$ cat src/rtl/srm_pkg.sv
package srm_pkg;
    typedef enum logic {
        OP_HOLD  = 1'b0,
        OP_WRITE = 1'b1
    } cell_op_e;
endpackage

$ cat src/rtl/srm_drive.sv
module srm_drive (
    input  logic rw,
    input  logic din,
    output logic drv_a,
    output logic drv_b
);
    always_comb begin
        drv_a = ~(rw ^ din);
        drv_b = din;
    end
endmodule

$ cat src/rtl/srm_cell.sv
module srm_cell
    import srm_pkg::*;
(
    input  logic clk,
    input  logic rst_n,
    input  logic drv_a,
    input  logic drv_b,
    output logic q
);
    cell_op_e op;

    always_comb begin
        op = (drv_a == drv_b) ? OP_WRITE : OP_HOLD;
    end

    always_ff @(posedge clk or negedge rst_n) begin
        if (!rst_n) begin
            q <= 1'b0;
        end else begin
            unique case (op)
                OP_WRITE: q <= drv_b;
                OP_HOLD:  q <= q;
                default:  q <= q;
            endcase
        end
    end


    write_load_chk: assert property (@(posedge clk) disable iff (!rst_n)
        (drv_a == drv_b) |=> (q == $past(drv_b)));


    hold_keep_chk: assert property (@(posedge clk) disable iff (!rst_n)
        (drv_a != drv_b) |=> (q == $past(q)));
endmodule

$ cat src/rtl/srm_row.sv
module srm_row #(
    parameter int BITS = 8
) (
    input  logic clk,
    input  logic rst_n,
    input  logic rw,
    input  logic ser_in,
    output logic ser_out
);
    logic [BITS-1:0] bits_q;
    logic [BITS-1:0] link;

    for (genvar i = 0; i < BITS; i++) begin : g_blk
        logic drv_a;
        logic drv_b;
        if (i == 0) begin : g_head
            assign link[i] = ser_in;
        end else begin : g_body
            assign link[i] = bits_q[i-1];
        end
        srm_drive u_drv (
            .rw    (rw),
            .din   (link[i]),
            .drv_a (drv_a),
            .drv_b (drv_b)
        );
        srm_cell u_cell (
            .clk   (clk),
            .rst_n (rst_n),
            .drv_a (drv_a),
            .drv_b (drv_b),
            .q     (bits_q[i])
        );
    end

    always_comb begin
        unique case (rw)
            1'b1:    ser_out = bits_q[BITS-1];
            default: ser_out = 1'b0;
        endcase
    end


    row_idle_hold_chk: assert property (@(posedge clk) disable iff (!rst_n)
        !rw |=> $stable(bits_q));


    row_head_load_chk: assert property (@(posedge clk) disable iff (!rst_n)
        rw |=> (bits_q[0] == $past(ser_in)));


    row_tail_shift_chk: assert property (@(posedge clk) disable iff (!rst_n)
        rw |=> (bits_q[BITS-1] == $past(bits_q[BITS-2])));
endmodule

$ cat src/rtl/shift_row_memory.sv
module shift_row_memory #(
    parameter int ROWS = 4,
    parameter int BITS = 8
) (
    input  logic            clk,
    input  logic            rst_n,
    input  logic [ROWS-1:0] row_rw,
    input  logic            ser_in,
    output logic [ROWS-1:0] ser_out
);
    localparam int CELLS = ROWS * BITS;

    initial begin
        if (BITS < 2 || ROWS < 1 || CELLS < 2) begin
            $error("shift_row_memory: needs BITS >= 2 and ROWS >= 1");
        end
    end

    for (genvar r = 0; r < ROWS; r++) begin : g_row
        srm_row #(.BITS(BITS)) u_row (
            .clk     (clk),
            .rst_n   (rst_n),
            .rw      (row_rw[r]),
            .ser_in  (ser_in),
            .ser_out (ser_out[r])
        );
    end


    idle_out_zero_chk: assert property (@(posedge clk) disable iff (!rst_n)
        ((ser_out & ~row_rw) == '0));
endmodule

$ cat config.mk
export PLATFORM = sky130hd
export DESIGN_NAME = shift_row_memory
export DESIGN_NICKNAME = d
export VERILOG_FILES = /design/src/rtl/srm_pkg.sv /design/src/rtl/srm_drive.sv /design/src/rtl/srm_cell.sv /design/src/rtl/srm_row.sv /design/src/rtl/shift_row_memory.sv
export SDC_FILE = /design/constraint.sdc
export NUM_CORES = 1
export LEC_CHECK = 0
export BUFFER_PORTS_ARGS = -buffer_cell sky130_fd_sc_hd__buf_2
export CAP_MARGIN = 20
export CELL_PAD_IN_SITES_DETAIL_PLACEMENT = 1
export CELL_PAD_IN_SITES_GLOBAL_PLACEMENT = 2
export CORE_ASPECT_RATIO = 0.7
export CORE_MARGIN = 3
export CORE_UTILIZATION = 47
export CTS_CLUSTER_DIAMETER = 50
export CTS_CLUSTER_SIZE = 8
export DETAILED_ROUTE_END_ITERATION = 10
export MAX_ROUTING_LAYER = met4
export PLACE_DENSITY_LB_ADDON = 0.1
export SETUP_SLACK_MARGIN = 0.15
export SYNTH_ARGS = -nofsm -noshare
export SYNTH_HDL_FRONTEND = slang
export SYNTH_SLANG_ARGS = --single-unit
$ cat constraint.sdc
create_clock -name clk -period 1.6 [get_ports clk]
set_input_delay 0.24 -clock clk [delete_from_list [all_inputs] [get_ports clk]]
set_output_delay 0.24 -clock clk [all_outputs]
set_load 0.1 [all_outputs]
After elaboration in Yosys (flattened, before gate mapping)

Index checks and enable logic that the tools add are counted.

Bitwise gates (word level): 64
Equal/unequal tests: 32
Muxes and demuxes: 68

Operators by type and width:

| kind                | number |
|---|---|
| 2-to-1 mux 1 bit    | 68 |
| equality test 1 bit | 32 |
| NOT 1 bit           | 32 |
| bitwise XOR 1 bit   | 32 |

Bits of input ports: 7
Output and inout bits: 4
Register bits after elaboration: 32

Logic depth before layout (Yosys ltp)

Gate-level depths: netlist (run 1).

Word-level depth: 5
Mapped depth: 3
Gate-level depth less buffers: 1

Cells and area by module

From an unflattened synthesis (run 1), not the netlist that was laid out.

Cell total of the unflattened synthesis: 132
Area total of the unflattened synthesis: 1706.6 µm²

Modules (own cells, without submodules):

| module    | area each (µm²) | cells each | instances |
|---|---|---|---|
| srm_cell  | 36.3            | 2          | 32 |
| srm_drive | 16.3            | 2          | 32 |
| srm_row   | 6.3             | 1          | 4 |

Worst setup path before layout (run 1)

No wires, ideal clock.

Path kind: input to output
Start point: in row_rw[0]
End point: out ser_out[0]
Setup slack: 579 ps
Cell stages on the path: 3
Data arrival time: 781 ps
Buffers on the path: 2
Path through: buf_6 and2_2 buf_4

Word-level cells in the longest chain between the ends: 1

RTL lines:

| what             | line                  | RTL |
|---|---|---|
| from (decl)      | shift_row_memory.sv:7 | `input logic [ROWS-1:0] row_rw,` |
| 2-to-1 mux 1 bit | srm_row.sv:37         | `unique case (rw)` |
| to (decl)        | shift_row_memory.sv:9 | `output logic [ROWS-1:0] ser_out` |

Every way passes these cells.

Worst setup path after layout (run 1)

Start point: reg g_row[0].u_row.g_blk[7].u_cell.q
End point: out ser_out[0]

Word-level cells in the longest chain between the ends: 1

RTL lines:

| what                   | line           | RTL |
|---|---|---|
| from (decl)            | srm_cell.sv:8  | `output logic q` |
| from (signal assigned) | srm_cell.sv:21 | `OP_WRITE: q <= drv_b;` |
| from (signal assigned) | srm_cell.sv:22 | `OP_HOLD: q <= q;` |
| from (signal assigned) | srm_cell.sv:23 | `default: q <= q;` |
| 2-to-1 mux 1 bit       | srm_row.sv:37  |  |

Every way passes these cells.

==> results of run 1 <==
-- through the flow --
stage	instance area [um2]	total power, mW	setup slack, ns
finish	1580	2.53	0.350
global route	1580	2.66	0.304
CTS	1580	2.56	0.336
detailed placement	1490	1.90	0.474
global placement	1490	1.86	0.490
floorplan	1390	1.71	0.579
-- synthesized netlist by cell type --
cell type,n,area share
and2_2,4,0.022
buf_4,4,0.022
buf_6,4,0.032
dfrtp_1,32,0.58
mux2_4,32,0.35
-- power by group through the flow --
| stage | clock (mW) | sequential (mW) | combinational, mW |
|---|---|---|---|
| 6_report | 0.651 | 1.16 | 0.722 |
| 5_1_grt | 0.716 | 1.19 | 0.762 |
| 4_1_cts | 0.672 | 1.16 | 0.733 |
| 3_5_place_dp | 0 | 1.17 | 0.726 |
| 3_3_place_gp | 0 | 1.15 | 0.707 |
| 2_1_floorplan | 0 | 1.12 | 0.595 |
-- per-layer routing --
metal,part of all wire,vias to the layer above,routed length (um),GRT usage
met1,0.46,335,964,0.166
met3,0.035,4,73,0.0472
met4,0.017,0,36,0.0938
met2,0.48,12,1000,0.222
met5,0,-,0,-
li1,-,279,-,-
-- area by class of cell --
type / count / area (um2)
Fill cell: 232 / 1040
Sequential cell: 32 / 801
Multi-Input combinational cell: 36 / 510
Timing Repair Buffer: 13 / 133
Clock buffer: 7 / 96.3
Tap cell: 34 / 42.5
-- critical path: cells and delay by family (launching register included) --
kind          cells  cell delay [ns]
simple gates      1             0.19
flops             1             0.38
buf+inv           1             0.16
-- cells in the final DEF (no fill, tap or decap) --
cell type and n:
buf_12 4, mux2_4 32, buf_4 3, dfrtp_1 32, clkbuf_8 7, and2_2 4, buf_2 6
-- path summary, 6_finish.rpt --
kind,from,endpoint,slack [ns],depth (start not counted)
worst max-delay path,g_row[0].u_row.g_blk[7].u_cell.q,ser_out[0],0.35,2
worst min-delay path,rst_n,g_row[2].u_row.g_blk[5].u_cell.q,-0.006,1
worst max register to register,g_row[3].u_row.g_blk[2].u_cell.q,g_row[3].u_row.g_blk[2].u_cell.q,0.81,1
worst min register to register,g_row[3].u_row.g_blk[7].u_cell.q,g_row[3].u_row.g_blk[7].u_cell.q,0.50,1
max in group asynchronous,rst_n,g_row[1].u_row.g_blk[5].u_cell.q,1.17,1
min in group clk,ser_in,g_row[1].u_row.g_blk[0].u_cell.q,0.26,2
-- cells by family (layout without fill, tap and decap cells) --
group | Yosys count | after routing
mux | 32 | 32
flops | 32 | 32
buf+inv | 8 | 20
simple gates | 4 | 4
==> results.tsv, run 1 <==
metric	value	unit
internal_power	1.82	mW
htreeDepth	2	
violations	negative hold slack	
cp_data_required_time	1.36	ns
p_sw	0.706	mW
ant_nets	0	
grt_max_degree	33	
relSlewSlack	0.555	
rows	15	
grt_pass1_vias	734	
syn_area	0.00139	mm2
grt_pass1_wl	3.72	mm
cts.clk_slew.worst_paths	0.06	ns
grt_usage	0.145	
antennaDiodeCount	0	
critPathKind	reg2out	
viasPerCell	5.16	
synthMuxAreaShare	0.347	
pwr-share-comb	0.286	
arrival	1.01	ns
initial_core_util	0.528	
wl_per_cell	17.0	um
cts_root_buffer	clkbuf_8	
synthCells	76	
drc	0	
cts_setup_buffers	0	
hold_buffers	0	
cts_tree	done	
synth_top_family_by_area	multiplexers	
area_delta_synth_final	14.2	%
holdCritPathClass	in2async	
cts_buffer_depth	2	
timing_hold_violations_final	6	
synth-simple-area-share	0.0217	
wl	2.08	mm
status	finished with violations	
synth_xor_area_frac	0	
cts-resized-gates	0	
critical_path.endpoint_type	output pin	
max-vdd-ir-drop	0.784	mV
dr.pass1.iters	4	
critPathSlowestCell	dfrtp_1	
setup_viol	0	
numPortBuffers	10	
clock_skew	0.00160	ns
fmax	800	MHz
die-area	0.00365	mm2
nets	95	
power_density	1600	mW/mm2
cpPeakStageDelay	0.38	ns
die_w	70.9	um
gp_congestion	0.676	
yosysUniqueCellTypes	5	
cp_max_fo	2	
antenna_found_initial	0	
rsz0062_at_grt	no	
leakage	0.778	nW
finalSetupTns	0	ns
syn_nets	83	
timing.final.crit_share	0.781	
num_io_pins	11	
worst_pin_slew	0.668	ns
synth_adder_area_share	0	
grt_overflow_total	0	
die-height	51.4	um
vias	630	
crit_chain	and2_2 -> buf_12	
dpl.cell_count	115	
max_flop_register	g_row.u_row.g_blk.u_cell.q	
final_util	0.602	
slew_viol_final	0	
synth-seq-cells	32	
clkLatencyLatePin	0.27	ns
seq_area_frac_synth	0.578	
p_sw_frac	0.279	
maxCapViolations	0	
power_frac_clock	0.257	
seq_power_share	0.457	
synth_compound_gate_area_share	0	
drt_iter0_markers	25	
cts.sinks	32	
largestRegisters	g_row.u_row.g_blk.u_cell.q: 32 flops	
coreArea	0.00263	mm2
fin_cells	122	
avgSynthCellArea	18.2	um2
drive_above_1_share	0.636	
crit_path_start_kind	flop	
largest_reg_flops	32	
cts_buffers	5	
yosys_warnings	0	
min_period	1.25	ns
hold_ws	-0.00588	ns
No activity file was read; power rests on OpenSTA's default activity.
==> run 2: changes to the inputs <==
--- a/config.mk
+++ b/config.mk
@@ -11,7 +11,7 @@
 export CELL_PAD_IN_SITES_GLOBAL_PLACEMENT = 2
 export CORE_ASPECT_RATIO = 0.7
 export CORE_MARGIN = 3
-export CORE_UTILIZATION = 47
+export CORE_UTILIZATION = 43
 export CTS_CLUSTER_DIAMETER = 50
 export CTS_CLUSTER_SIZE = 8
 export DETAILED_ROUTE_END_ITERATION = 10
==> constraint.sdc (replaced) <==
create_clock -name clk -period 1.19 [get_ports clk]
set_input_delay 0.1785 -clock clk [delete_from_list [all_inputs] [get_ports clk]]
set_output_delay 0.1785 -clock clk [all_outputs]
set_load 0.1 [all_outputs]
==> run 2 against run 1 <==
Net effect: the run now ends clean; flip-flop and latch count unchanged; sequential share of layout area down 2.3 points; register-to-register slack worse by 0.61 ns; sequential power up 33%; critical path depth unchanged; combinational power up 51%; clock skew up 0.00093 ns; final cell count up 6.6%; hold slack better by 0.20 ns; die area up 8.3%; global-route usage down 1.3 points; non-clock buffer count up 5.
==> results.tsv, run 2 (synthesis gave the netlist of run 1 again) <==
metric	value	unit	change
drt_iter0_markers	23		was 25
fmax	870	MHz	
area_delta_synth_final	19.6	%	was 14.2%
final_util	0.563		was 0.602
largestRegisters	g_row.u_row.g_blk.u_cell.q: 32 flops		unchanged
arrival	0.97	ns	was 1.01 ns
gp_congestion	0.626		was 0.676
wl_per_cell	15.1	um	was 17.0 um
crit_path_start_kind	flop		unchanged
critPathKind	reg2out		unchanged
numPortBuffers	10		unchanged
worst_pin_slew	0.277	ns	was 0.668 ns
vias	628		was 630
fillers	267		was 232
drc	0		unchanged
max_flop_register	g_row.u_row.g_blk.u_cell.q		unchanged
holdCritPathClass	in2reg		was in2async
final_cell_mix	mux2_4, dfrtp_1, buf_2, buf_4		was mux2_4, dfrtp_1, clkbuf_8, buf_2
viasPerCell	4.83		was 5.16
min_period	1.15	ns	
rsz0062_at_grt	yes		was no
grt_pass1_wl	3.44	mm	was 3.72 mm
initial_core_util	0.471		was 0.528
timing.final.crit_share	0.966		
grt_max_degree	33		unchanged
nets	100		was 95
num_io_pins	11		unchanged
maxCapViolations	0		unchanged
dpl.cell_count	117		was 115
wl	1.96	mm	was 2.08 mm
htreeDepth	2		unchanged
die-area	0.00395	mm2	was 0.00365 mm2
dr.pass1.iters	2		was 4
largest_reg_flops	32		unchanged
die_w	73.9	um	was 70.9 um
critPathSlowestCell	dfrtp_1		unchanged
crit_chain	and2_4 -> buf_12		was and2_2 -> buf_12
dpl.hpwl	1.28	mm	
ant_nets	0		unchanged
drive_above_1_share	0.649		was 0.636
clkLatencyLatePin	0.28	ns	was 0.27 ns
coreArea	0.00294	mm2	was 0.00263 mm2
leakage	0.814	nW	was 0.778 nW
clock_skew	0.00253	ns	was 0.00160 ns
power_density	2200	mW/mm2	was 1600 mW/mm2
status	finished, final reports clean		was finished with violations
final.setup.worst_slack	0.0407	ns	was 0.350 ns
die-height	53.5	um	was 51.4 um
antennaDiodeCount	0		unchanged
relSlewSlack	0.815		was 0.555
cts.clk_slew.worst_paths	0.07	ns	was 0.06 ns
slew_viol_final	0		unchanged
antenna_found_initial	0		unchanged
power	3.64	mW	was 2.53 mW
max-vdd-ir-drop	0.857	mV	was 0.784 mV
cpPeakStageDelay	0.38	ns	about the same
timing_hold_violations_final	0		was 6
cts_root_buffer	clkbuf_8		unchanged
setup_viol	0		unchanged
cts_buffers	5		unchanged
dp_slack	0.179	ns	was 0.474 ns
cp_max_fo	2		unchanged
grt_usage	0.132		was 0.145
cts.sinks	32		unchanged
rows	16		was 15
critical_path.endpoint_type	output pin		unchanged
hold_ws	0.195	ns	was -0.00588 ns
grt_pass1_vias	701		was 734
grt_overflow_total	0		unchanged
cp_data_required_time	1.01	ns	was 1.36 ns
cts_tree	done		unchanged
fin_cells	130		was 122
cts_buffer_depth	2		unchanged
run 2: layer usage:
metal,share of wire,track usage,routed length (um),vias to the layer above
met1,0.48,0.160,937,329
li1,-,-,-,285
met5,0,-,0,-
met2,0.45,0.176,890,9
met3,0.043,0.0569,85,5
met4,0.023,0.0904,45,0
run 2: report_power, final:
part	total [mW]	internal (mW)	switching, mW
combinational	1.09	0.648	0.437
clock	1.02	0.619	0.400
sequential	1.54	1.38	0.159
total	3.64	2.65	0.996
run 2: final cells by class:
class	instances	area (um2)	area share
multi-input cells	36	515	0.311
repair buffers	18	185	0.112
flip-flops and latches	32	801	0.483
well taps	36	45.0	0.0272
clock buffers	5	68.8	0.0415
clock inverters	3	42.5	0.0257
run 2: critical path: cells and delay by family (launching register included):
kind	cells	cell delay [ns]
DFF	1	0.38
and+or+nand+nor	1	0.15
buffers and inverters	1	0.16
run 2: final timing paths:
| path | startpoint | slack, ns | to | depth (start not counted) |
|---|---|---|---|---|
| worst max-delay path | g_row[2].u_row.g_blk[7].u_cell.q | 0.04 | ser_out[2] | 2 |
| worst min-delay path | row_rw[1] | 0.20 | g_row[1].u_row.g_blk[7].u_cell.q | 2 |
| worst max register to register | g_row[2].u_row.g_blk[7].u_cell.q | 0.20 | g_row[2].u_row.g_blk[7].u_cell.q | 3 |
| worst min register to register | g_row[1].u_row.g_blk[0].u_cell.q | 0.51 | g_row[1].u_row.g_blk[1].u_cell.q | 1 |
| max in group asynchronous | rst_n | 0.64 | g_row[1].u_row.g_blk[6].u_cell.q | 3 |
| min in group asynchronous | rst_n | 0.38 | g_row[1].u_row.g_blk[5].u_cell.q | 3 |
run 2: what timing repair did:
item | 4_1_cts | 5_1_grt
resized for setup | 4 | 0
hold buffers | 1 | 0
setup buffers | 3 | 1
endpoints found under the hold margin | 32 | 0
setup endpoints to repair | 4 | 4
run 2: per-stage QoR:
step,area (um2),setup TNS [ns]
floorplan,1390,0
global route,1660,-0.00498
global placement,1500,0
detailed placement,1500,0
finish,1660,0
CTS,1650,0
==> run 3: changes to the inputs <==
--- a/config.mk
+++ b/config.mk
@@ -11,7 +11,7 @@
 export CELL_PAD_IN_SITES_GLOBAL_PLACEMENT = 2
 export CORE_ASPECT_RATIO = 0.7
 export CORE_MARGIN = 3
-export CORE_UTILIZATION = 43
+export CORE_UTILIZATION = 32
 export CTS_CLUSTER_DIAMETER = 50
 export CTS_CLUSTER_SIZE = 8
 export DETAILED_ROUTE_END_ITERATION = 10
==> run 3 against run 2 <==
Net effect: utilization is 14 points lower; flip-flop and latch count stayed put; via count is 0.48% higher; clock skew is 0.0044 ns higher; sequential share of layout area is 1.2 points lower; register-to-register slack hardly changed; fmax is 2.0% lower; critical path depth stayed put; wire length is 5.3% higher; clock power is 12% higher; critical endpoint is now ser_out[1]; largest power group unchanged.
==> results.tsv, run 3 (synthesis gave the netlist of run 1 again) <==
metric	value	unit	change
holdCritPathClass	in2reg		unchanged
final_area	0.00170	mm2	was 0.00166 mm2
cp_max_fo	2		unchanged
hold-path-endpoint	g_row[0].u_row.g_blk[0].u_cell.q		was g_row[1].u_row.g_blk[7].u_cell.q
viasPerCell	4.29		was 4.83
ant_nets	0		unchanged
wl_per_cell	14.0	um	was 15.1 um
numPortBuffers	10		unchanged
rsz0062_at_grt	yes		unchanged
cts_buffer_depth	2		unchanged
dr.pass1.iters	3		was 2
final_cell_mix	mux2_4, dfrtp_1, clkbuf_8, buf_4, buf_2		was mux2_4, dfrtp_1, buf_2, buf_4
status	finished, final reports clean		unchanged
initial_core_util	0.343		was 0.471
max_flop_register	g_row.u_row.g_blk.u_cell.q		unchanged
worst_pin_slew	0.268	ns	was 0.277 ns
num_io_pins	11		unchanged
placed_area	0.00153	mm2	was 0.00150 mm2
dp_slack	0.187	ns	was 0.179 ns
nets	101		was 100
final.setup.worst_slack	0.0173	ns	was 0.0407 ns
min_period	1.17	ns	was 1.15 ns
multi_input_area	515	um2	unchanged
cts.clk_slew.worst_paths	0.07	ns	about the same
clkLatencyLatePin	0.29	ns	was 0.28 ns
fin_cells	147		was 130
drt_iter0_markers	36		was 23
max-vdd-ir-drop	0.951	mV	was 0.857 mV
grt_usage	0.0992		was 0.132
drive_above_1_share	0.653		was 0.649
relSlewSlack	0.821		was 0.815
hold_ws	0.181	ns	was 0.195 ns
reg2reg_slack	0.19	ns	was 0.20 ns
slew_viol_final	0		unchanged
largest_reg_flops	32		unchanged
coreArea	0.00404	mm2	was 0.00294 mm2
cts_root_buffer	clkbuf_8		unchanged
cts_tree	done		unchanged
grt_pass1_vias	702		was 701
min_from	ser_in		was row_rw[1]
rr_startpoint	g_row[2].u_row.g_blk[7].u_cell.q		unchanged
fmax	853	MHz	was 870 MHz
grt_overflow_total	0		unchanged
cts_buffers	5		unchanged
wl	2.06	mm	was 1.96 mm
antenna_found_initial	0		unchanged
area_delta_synth_final	22.7	%	was 19.6%
timing.final.crit_share	0.985		was 0.966
grt_max_degree	33		unchanged
power_density	2220	mW/mm2	was 2200 mW/mm2
maxCapViolations	0		unchanged
clock_skew	0.00691	ns	was 0.00253 ns
finalSetupTns	0	ns	unchanged
critPathKind	reg2out		unchanged
die-height	61.1	um	was 53.5 um
htreeDepth	2		unchanged
vias	631		was 628
rows	19		was 16
gp_congestion	0.657		was 0.626
die_w	84.7	um	was 73.9 um
timing_hold_violations_final	0		unchanged
largestRegisters	g_row.u_row.g_blk.u_cell.q: 32 flops		unchanged
cts.sinks	32		unchanged
crit_path_start_kind	flop		unchanged
fillers	396		was 267
setup_viol	0		unchanged
dpl.cell_count	134		was 117
drc	0		unchanged
r2r_cells	3		unchanged
die-area	0.00517	mm2	was 0.00395 mm2
reg2reg_to	g_row[2].u_row.g_blk[7].u_cell.q		unchanged
critical_path.endpoint_type	output pin		unchanged
grt_pass1_wl	3.51	mm	was 3.44 mm
cp_data_required_time	1.01	ns	about the same
antennaDiodeCount	0		unchanged
whs_path_depth	2		unchanged
seq_area	801	um2	unchanged
dpl.hpwl	1.27	mm	was 1.28 mm
leakage	0.829	nW	was 0.814 nW
arrival	0.99	ns	was 0.97 ns
run 3: cell type report:
cell class	count	share of cell area
well taps	52	0.0383
clock inverters	1	0.0177
clock buffers	7	0.0567
repair buffers	19	0.113
multi-input cells	36	0.303
flip-flops and latches	32	0.471
run 3: power by group:
part           leakage [nW]  internal, mW  switching, mW  total, mW
Clock                0.0645         0.738          0.403       1.14
Combinational         0.387         0.650          0.436       1.09
Sequential            0.378          1.38          0.167       1.55
Total                 0.829          2.77           1.01       3.77
run 3: how the worst max path moves through the flow:
stage,from,end,slack [ns],depth (start not counted)
after global routing,g_row[1].u_row.g_blk[7].u_cell.q,ser_out[1],-0.02,2
final,g_row[1].u_row.g_blk[7].u_cell.q,ser_out[1],0.02,2
after detailed placement,row_rw[1],ser_out[1],0.19,3
after global placement,row_rw[1],ser_out[1],0.20,3
after floorplan,g_row[0].u_row.g_blk[7].u_cell.q,ser_out[0],0.28,2
after CTS,g_row[1].u_row.g_blk[7].u_cell.q,ser_out[1],-0.003,2
run 3: what timing repair did:
item                       in CTS  in global routing
buffers inserted                3                  1
hold buffers                    1                  0
setup endpoints to repair       4                  4
resized for setup               4                  0
hold endpoints to repair       32                  0
run 3: per-layer routing:
metal	track usage	routed length, um	share of wire
met5	-	0	0
met4	0.0813	80	0.039
met3	0.0441	96	0.047
met2	0.123	886	0.43
met1	0.123	997	0.48
run 3: through the flow:
| stage | utilization | total power [mW] |
|---|---|---|
| global route | 0.421 | 3.97 |
| finish | 0.421 | 3.77 |
| floorplan | - | 2.31 |
| detailed placement | 0.378 | 2.55 |
| global placement | 0.378 | 2.52 |
| CTS | 0.419 | 3.82 |
run 3: worst max-delay path, cell delays in order (launching register included):
cell and delay (ns):
dfrtp_1 0.40, and2_4 0.15, buf_12 0.16
